[config.mk]
export PLATFORM = sky130hd
export DESIGN_NAME = mtf_line_buffer
export DESIGN_NICKNAME = d
export VERILOG_FILES = /design/src/rtl/mtf_pkg.sv /design/src/rtl/mtf_match.sv /design/src/rtl/mtf_shift.sv /design/src/rtl/mtf_line_buffer.sv
export SDC_FILE = /design/constraint.sdc
export NUM_CORES = 1
export LEC_CHECK = 0
export BUFFER_PORTS_ARGS = -buffer_cell sky130_fd_sc_hd__buf_4
export CAP_MARGIN = 20
export CORE_MARGIN = 5
export CORE_UTILIZATION = 61
export DETAILED_ROUTE_END_ITERATION = 8
export PLACE_DENSITY = 0.81
export SYNTH_ARGS = -nofsm -noshare
export SYNTH_HDL_FRONTEND = slang
export SYNTH_SLANG_ARGS = --single-unit
[constraint.sdc]
create_clock -name clk -period 4.9 [get_ports clk]
set_input_delay 1.225 -clock clk [delete_from_list [all_inputs] [get_ports clk]]
set_output_delay 1.225 -clock clk [all_outputs]
set_load 0.005 [all_outputs]
[src/rtl/mtf_pkg.sv]
package mtf_pkg;
   typedef enum logic [1:0] {
      MTF_HOLD    = 2'd0,
      MTF_PROMOTE = 2'd1,
      MTF_REFRESH = 2'd2,
      MTF_INSERT  = 2'd3
   } mtf_op_e;
endpackage

[src/rtl/mtf_match.sv]
module mtf_match #(
   parameter int DEPTH = 4,
   parameter int TAG_W = 16,
   parameter int IDX_W = 2
) (
   input  logic [TAG_W-1:0] key,
   input  logic [DEPTH-1:0] valid,
   input  logic [TAG_W-1:0] tags [DEPTH],
   output logic             found,
   output logic [IDX_W-1:0] idx
);
   logic [DEPTH-1:0] eq;

   generate
      for (genvar g = 0; g < DEPTH; g++) begin : g_cmp
         assign eq[g] = valid[g] && (tags[g] == key);
      end
   endgenerate

   // lowest slot wins if several match
   always_comb begin
      idx = '0;
      for (int i = DEPTH - 1; i >= 0; i--) begin
         if (eq[i]) idx = IDX_W'(i);
      end
   end

   assign found = |eq;
endmodule

[src/rtl/mtf_shift.sv]
module mtf_shift #(
   parameter int DEPTH  = 4,
   parameter int TAG_W  = 16,
   parameter int DATA_W = 32,
   parameter int IDX_W  = 2
) (
   input  logic [IDX_W-1:0]  sel,
   input  logic [TAG_W-1:0]  front_tag,
   input  logic [DATA_W-1:0] front_data,
   input  logic [DEPTH-1:0]  cur_valid,
   input  logic [TAG_W-1:0]  cur_tag  [DEPTH],
   input  logic [DATA_W-1:0] cur_data [DEPTH],
   output logic [DEPTH-1:0]  nxt_valid,
   output logic [TAG_W-1:0]  nxt_tag  [DEPTH],
   output logic [DATA_W-1:0] nxt_data [DEPTH]
);
   generate
      for (genvar g = 0; g < DEPTH; g++) begin : g_slot
         if (g == 0) begin : g_head
            assign nxt_valid[g] = 1'b1;
            assign nxt_tag[g]   = front_tag;
            assign nxt_data[g]  = front_data;
         end else begin : g_tail
            logic take_prev;
            assign take_prev    = (IDX_W'(g) <= sel);
            assign nxt_valid[g] = take_prev ? cur_valid[g-1] : cur_valid[g];
            assign nxt_tag[g]   = take_prev ? cur_tag[g-1]   : cur_tag[g];
            assign nxt_data[g]  = take_prev ? cur_data[g-1]  : cur_data[g];
         end
      end
   endgenerate
endmodule

[src/rtl/mtf_line_buffer.sv]
module mtf_line_buffer #(
   parameter int DEPTH  = 4,
   parameter int TAG_W  = 16,
   parameter int DATA_W = 32
) (
   input  logic              clk,
   input  logic              rst_n,
   input  logic              lk_en,
   input  logic [TAG_W-1:0]  lk_addr,
   output logic              lk_hit,
   output logic [DATA_W-1:0] lk_data,
   input  logic              wr_en,
   input  logic [TAG_W-1:0]  wr_addr,
   input  logic [DATA_W-1:0] wr_data
);
   import mtf_pkg::*;

   localparam int IDX_W = (DEPTH > 1) ? $clog2(DEPTH) : 1;

   generate
      if (DEPTH < 2) begin : g_bad_depth
         $error("mtf_line_buffer: DEPTH must be at least 2");
      end
      if (TAG_W < 1 || DATA_W < 1) begin : g_bad_width
         $error("mtf_line_buffer: TAG_W and DATA_W must be positive");
      end
   endgenerate

   logic [DEPTH-1:0]  valid_q;
   logic [TAG_W-1:0]  tag_q  [DEPTH];
   logic [DATA_W-1:0] data_q [DEPTH];

   logic              lk_found, wr_found;
   logic [IDX_W-1:0]  lk_idx, wr_idx;

   mtf_match #(.DEPTH(DEPTH), .TAG_W(TAG_W), .IDX_W(IDX_W)) u_lk_match (
      .key(lk_addr), .valid(valid_q), .tags(tag_q),
      .found(lk_found), .idx(lk_idx)
   );

   mtf_match #(.DEPTH(DEPTH), .TAG_W(TAG_W), .IDX_W(IDX_W)) u_wr_match (
      .key(wr_addr), .valid(valid_q), .tags(tag_q),
      .found(wr_found), .idx(wr_idx)
   );

   // probe result, with same-cycle write bypass
   logic bypass;
   assign bypass = wr_en && (wr_addr == lk_addr);

   always_comb begin
      if (bypass) begin
         lk_hit  = 1'b1;
         lk_data = wr_data;
      end else if (lk_found) begin
         lk_hit  = 1'b1;
         lk_data = data_q[lk_idx];
      end else begin
         lk_hit  = 1'b0;
         lk_data = '0;
      end
   end

   // operation select: write beats promote
   mtf_op_e           op;
   logic [IDX_W-1:0]  sel;
   logic [TAG_W-1:0]  front_tag;
   logic [DATA_W-1:0] front_data;

   always_comb begin
      if (wr_en) op = wr_found ? MTF_REFRESH : MTF_INSERT;
      else if (lk_en && lk_found) op = MTF_PROMOTE;
      else op = MTF_HOLD;
   end

   always_comb begin
      unique case (op)
         MTF_INSERT: begin
            sel        = IDX_W'(DEPTH - 1);
            front_tag  = wr_addr;
            front_data = wr_data;
         end
         MTF_REFRESH: begin
            sel        = wr_idx;
            front_tag  = wr_addr;
            front_data = wr_data;
         end
         default: begin
            sel        = lk_idx;
            front_tag  = tag_q[lk_idx];
            front_data = data_q[lk_idx];
         end
      endcase
   end

   logic [DEPTH-1:0]  nxt_valid;
   logic [TAG_W-1:0]  nxt_tag  [DEPTH];
   logic [DATA_W-1:0] nxt_data [DEPTH];

   mtf_shift #(.DEPTH(DEPTH), .TAG_W(TAG_W), .DATA_W(DATA_W), .IDX_W(IDX_W)) u_shift (
      .sel(sel), .front_tag(front_tag), .front_data(front_data),
      .cur_valid(valid_q), .cur_tag(tag_q), .cur_data(data_q),
      .nxt_valid(nxt_valid), .nxt_tag(nxt_tag), .nxt_data(nxt_data)
   );

   always_ff @(posedge clk or negedge rst_n) begin
      if (!rst_n) begin
         valid_q <= '0;
         for (int i = 0; i < DEPTH; i++) begin
            tag_q[i]  <= '0;
            data_q[i] <= '0;
         end
      end else if (op != MTF_HOLD) begin
         valid_q <= nxt_valid;
         for (int i = 0; i < DEPTH; i++) begin
            tag_q[i]  <= nxt_tag[i];
            data_q[i] <= nxt_data[i];
         end
      end
   end
endmodule

**Yosys cells after proc, flatten, opt, wreduce, memory -nomap -nowiden**

Cells that the tools add are included.

- Order comparisons: 4
- Bitwise operators: 1
- Muxes and demuxes: 24
- Reductions and logical operators: 17
- Equality and inequality tests: 11

Operators with widths:

| operator | number |
|---|---|
| 32-bit two-way mux | 5 |
| 16-bit equality test | 9 |
| 32-bit binary-select mux with 2-bit select | 1 |
| 16-bit two-way mux | 3 |
| 16-bit binary-select mux with 2-bit select | 1 |
| 2-bit two-way mux | 9 |
| 1-bit logical AND | 10 |
| 4-bit OR reduction | 2 |
| 2-bit AND reduction | 3 |
| 2-bit equality test, second input constant | 2 |
| 2-bit less-or-equal comparator, first input constant | 2 |
| 1-bit two-way mux | 4 |
| 2-bit case mux with 2 select lines | 1 |
| 3-bit greater-or-equal comparator, second input constant | 1 |
| 2-bit inverter with 3-bit output | 1 |
| 1-bit by 2-bit less-or-equal comparator with 1-bit output, first input constant | 1 |
| 2-bit nonzero test | 1 |
| 2-bit OR reduction | 1 |

- Output and inout bits: 33
- Input bits: 68
- Word-level logic and storage cells: 69
- Register bits after elaboration: 196

**Logic depth before layout (Yosys ltp)**

- Depth in word-level cells: 12
- Mapped depth: 12

**By module**

Synthesis repeated with hierarchy kept, for this count alone.

- Cell total of the unflattened synthesis: 1061
- Area, all modules: 13595.5 um2

Modules (own cells, without submodules):

| module | area an instance (um2) | cells each | times used |
|---|---|---|---|
| mtf_line_buffer | 9811.9 | 656 | 1 |
| mtf_shift | 2252.2 | 215 | 1 |
| mtf_match | 765.7 | 95 | 2 |

**Worst setup path after synthesis**

Ideal clock, no wire load.

- Path type: input to output
- Start point: input port lk_addr[3]
- End point: output port lk_data[24]
- Path buffers: 4
- Setup slack: 306 ps
- Required time: 3675 ps
- Stages on the path: 12
- Data arrival time: 3369 ps
- Cell sequence: clkbuf_1 xor2_1 nor4_1 nand3_1 a211oi_1 buf_2 buf_2 buf_2 mux2i_1 nand2_1 a31oi_1 a21oi_1

- Cells in the longest elaborated chain, start to end: 12
- Elaborated cells on any way between the ends: 21
- Classes of those cells: eq/ne (5); mux (9); bitwise (1); reduce/logical (6)

RTL lines:

| what | line | source |
|---|---|---|
| start: declaration | mtf_line_buffer.sv:9 | `input logic [TAG_W-1:0] lk_addr,` |
| 16-bit equality test | mtf_match.sv:16 | `assign eq[g] = valid[g] && (tags[g] == key);` |
| 1-bit logical AND | mtf_match.sv:16 |  |
| 2-bit two-way mux (4 in a row) | mtf_match.sv:24 | `if (eq[i]) idx = IDX_W'(i);` |
| 2-bit inverter with 3-bit output (implied by the code) | mtf_line_buffer.sv:56 | `lk_data = data_q[lk_idx];` |
| 32-bit binary-select mux with 2-bit select | mtf_line_buffer.sv:56 |  |
| 32-bit two-way mux (implied by the code) (2 in a row) | mtf_line_buffer.sv:56 |  |
| 32-bit two-way mux | mtf_line_buffer.sv:54 | `end else if (lk_found) begin` |
| 32-bit two-way mux * | mtf_line_buffer.sv:51 | `if (bypass) begin` |
| end: declaration | mtf_line_buffer.sv:11 | `output logic [DATA_W-1:0] lk_data,` |

Mark *: on every way between the ends. The rest lies on a longest branch, timed or not. The select of a mux whose other input is x is not followed.

**Worst setup path in the final report**

- Start point: input port lk_addr[5]
- End point: output port lk_data[10]

Same word-level chain as after synthesis.

==> impl_metrics.json <==
{
  "status": "finished, final reports clean",
  "final_common_cell": "dfrtp_1",
  "cts_made_buffers": 17,
  "ios": 101,
  "wirelength_um": 30700,
  "grt_pass1_wl_um": 48700,
  "antenna_found_initial": 0,
  "ant_nets": 0,
  "start_util_pct": 61.4,
  "rows": 50,
  "skew_ns": 0.0105,
  "worstPathRequired_ns": 3.67,
  "sequentialPowerShare_pct": 49.6,
  "core_region_area_mm2": 0.0186,
  "vias": 9152,
  "cts_root_buffer": "clkbuf_16",
  "dieArea_mm2": 0.0215,
  "combPwrFrac_pct": 19.4,
  "grt-ovfl-total": 0,
  "p_sw_share_pct": 30.2,
  "post-dp-hpwl_um": 20300,
  "fmax_mhz": 206,
  "setup_tns_ns": 0,
  "timing.final.crit_share_pct": 99.1,
  "synth_top_family_by_area": "multiplexers",
  "tritoncts": "done",
  "synthAdderAreaFrac_pct": 0,
  "yosys.cell_types.count": 43,
  "drive_gt1_share_pct": 30.9,
  "yosys.area_share.simple_pct": 7.53,
  "area_growth_pct": 17.8,
  "io_buffers": 100,
  "cts_buffer_depth": 2,
  "cp.arrival_ns": 3.63,
  "via_per_inst": 6.39,
  "hold_viol": 0,
  "clkPwrFrac_pct": 31.1,
  "synth_compound_area_share_pct": 13.9,
  "route.detailed.drc": 0,
  "syn_area_mm2": 0.0114,
  "setup_viol": 0,
  "fin_nets": 1253,
  "max_slew_margin_pct": 48.5,
  "drt-pass1-iter-count": 5,
  "synth-seq-cells": 196,
  "postCtsHoldBufs": 0,
  "grt_usage_pct": 28.1,
  "hold_path.class": "register to register",
  "cts_max_level": 4,
  "total_power_mw": 4.34,
  "mostFrequentLayoutCells": "dfrtp_1, buf_4, mux2_2",
  "muxShareOfSynthArea_pct": 19.2,
  "synth_nets": 1169,
  "critPathLaunchType": "input pin",
  "fin_ws_ns": 0.0430,
  "grt_pass1_vias": 9281,
  "clk_latency_ns": 0.43,
  "power_switching_mw": 1.31,
  "ir_worst_vdd_mv": 0.240,
  "drv_slew": 0,
  "worst-path-max-fanout": 18,
  "die_h_um": 147,
  "fp.dieW_um": 147,
  "clkSlewWorstSetupHoldPaths_ns": 0.08,
  "grt_max_degree": 97,
  "yosysSeqAreaShare_pct": 43.0,
  "clock-sinks": 196,
  "tightest_slew_ns": 0.773,
  "min_period_ns": 4.86,
  "cp-end-kind": "output port",
  "routedWlPerCell_um": 21.4,
  "utilization_pct": 72.4,
  "power.internal_mw": 3.03,
  "yosys_warnings": 0,
  "path_class": "input pin to output port",
  "gp_congestion": 0.971,
  "hold-worst-slack_ns": 0.494,
  "syn_inst": 1101,
  "n_antenna_cell": 0,
  "yosys.area_share.xor_xnor_pct": 9.82,
  "place_worst_setup_slack_ns": -0.146,
  "postSynthAreaPerCell_um2": 10.4,
  "nFillCells": 1265,
  "drv_cap": 0,
  "drtIter0Drc": 781,
  "p_leak_nw": 5.48,
  "power_density_mw_per_mm2": 323
}
## per-stage QoR
| stage | instance area (um2) | cells |
|---|---|---|
| floorplan | 11400 | 1101 |
| global placement | 12600 | 1391 |
| detailed placement | 12600 | 1391 |
| CTS | 13200 | 1427 |
| global route | 13400 | 1432 |
| finish | 13400 | 1432 |
## worst max-delay path, cell delays in order
cell	delay (ns)
buf_4	0.12
xor2_1	0.17
nor4_2	0.36
nand2_2	0.10
or4_4	0.57
buf_6	0.14
buf_4	0.20
o211ai_1	0.11
o211ai_1	0.13
a31oi_1	0.27
a21oi_1	0.07
buf_4	0.15
## per-layer routing
layer	global-route usage (%)	vias up	part of all wire, %
li1	-	4110	-
met1	37.5	4570	42
met2	45.6	389	48
met3	6.20	83	7.0
met4	10.0	0	2.8
met5	0	-	0
## cells in the mapped netlist
library cell    n  share of area [%]
clkbuf_1       67                2.2
xnor2_1        49                3.8
a211oi_1        5               0.33
nand4_1        11               0.60
or2_2           1              0.055
buf_6           5               0.49
or3_1           3               0.16
o2bb2ai_1       2               0.15
mux2_2        123                 12
xor2_1         79                6.1
or2_1           1              0.055
nand2_1        39                1.3
clkinv_1        1              0.033
dfrtp_1       196                 43
and3_1          2               0.11
nor2_1         37                1.2
a311oi_1       13                1.0
nand3_1        40                1.8
buf_1           4               0.13
a211o_1         1              0.077
nor4_2          2               0.22
o22ai_2         1               0.11
nor3_1          9               0.39
and2_1          2               0.11
buf_4           8               0.53
o22ai_1        16               0.88
o21ai_1         1              0.044
inv_1          66                2.2
nand2_2         1              0.055
a21oi_1        64                2.8
a31oi_1        31                1.7
mux2_4         10                1.3
nand3_2         1              0.088
or4_1           2               0.13
o21ai_0         5               0.22
nor4_1         20                1.1
buf_2          22               0.96
o211ai_1       62                4.1
o21a_1          1              0.066
a2bb2oi_1      32                2.5
or4_4           2               0.20
mux2_1         16                1.6
mux2i_1        48                4.2
## flip-flops by register name, indices dropped and copies added, names as in the netlist
register  count
data_q      128
tag_q        64
valid_q       4
## area by class of cell
cell class	instances	area [um2]	share of cell area, %
Clock buffer	19	443	3.29
Clock inverter	13	119	0.884
Inverter	67	251	1.87
Multi-Input combinational cell	732	5950	44.2
Sequential cell	196	4900	36.5
Tap cell	234	293	2.18
Timing Repair Buffer	171	1490	11.1
## worst paths after layout
check / slack (ns) / endpoint / cells after the start / startpoint
hold reg to reg: 0.49 / data_q[29] / 1 / data_q[29]
setup / recovery: 0.04 / lk_data[10] / 12 / lk_addr[5]
setup reg to reg: 1.57 / valid_q[2] / 11 / tag_q[53]
hold / removal: 0.49 / data_q[29] / 1 / data_q[29]
max in group asynchronous: 2.94 / tag_q[52] / 2 / rst_n
min in group asynchronous: 0.84 / data_q[24] / 1 / rst_n
## power groups by stage
stage          registers (mW)  logic (mW)  clock network (mW)
2_1_floorplan            2.09       0.585                   0
3_3_place_gp             2.15       0.778                   0
3_5_place_dp             2.17       0.803                   0
4_1_cts                  2.14       0.815                1.36
5_1_grt                  2.19       0.913                1.43
6_report                 2.15       0.840                1.35
## kinds of logic after synthesis
logic type | after synthesis
AOI/OAI and AO/OA | 234
muxes | 197
DFF | 196
and+or+nand+nor | 173
buffers and inverters | 173
xor gates and xnor gates | 128
## repair_timing
item,4_1_cts,5_1_grt
setup buffers,4,4
endpoints found under the setup margin,31,32
cloned,0,1
resized for setup,5,32
pin swaps,7,14
No activity file was read; power rests on OpenSTA's default activity.
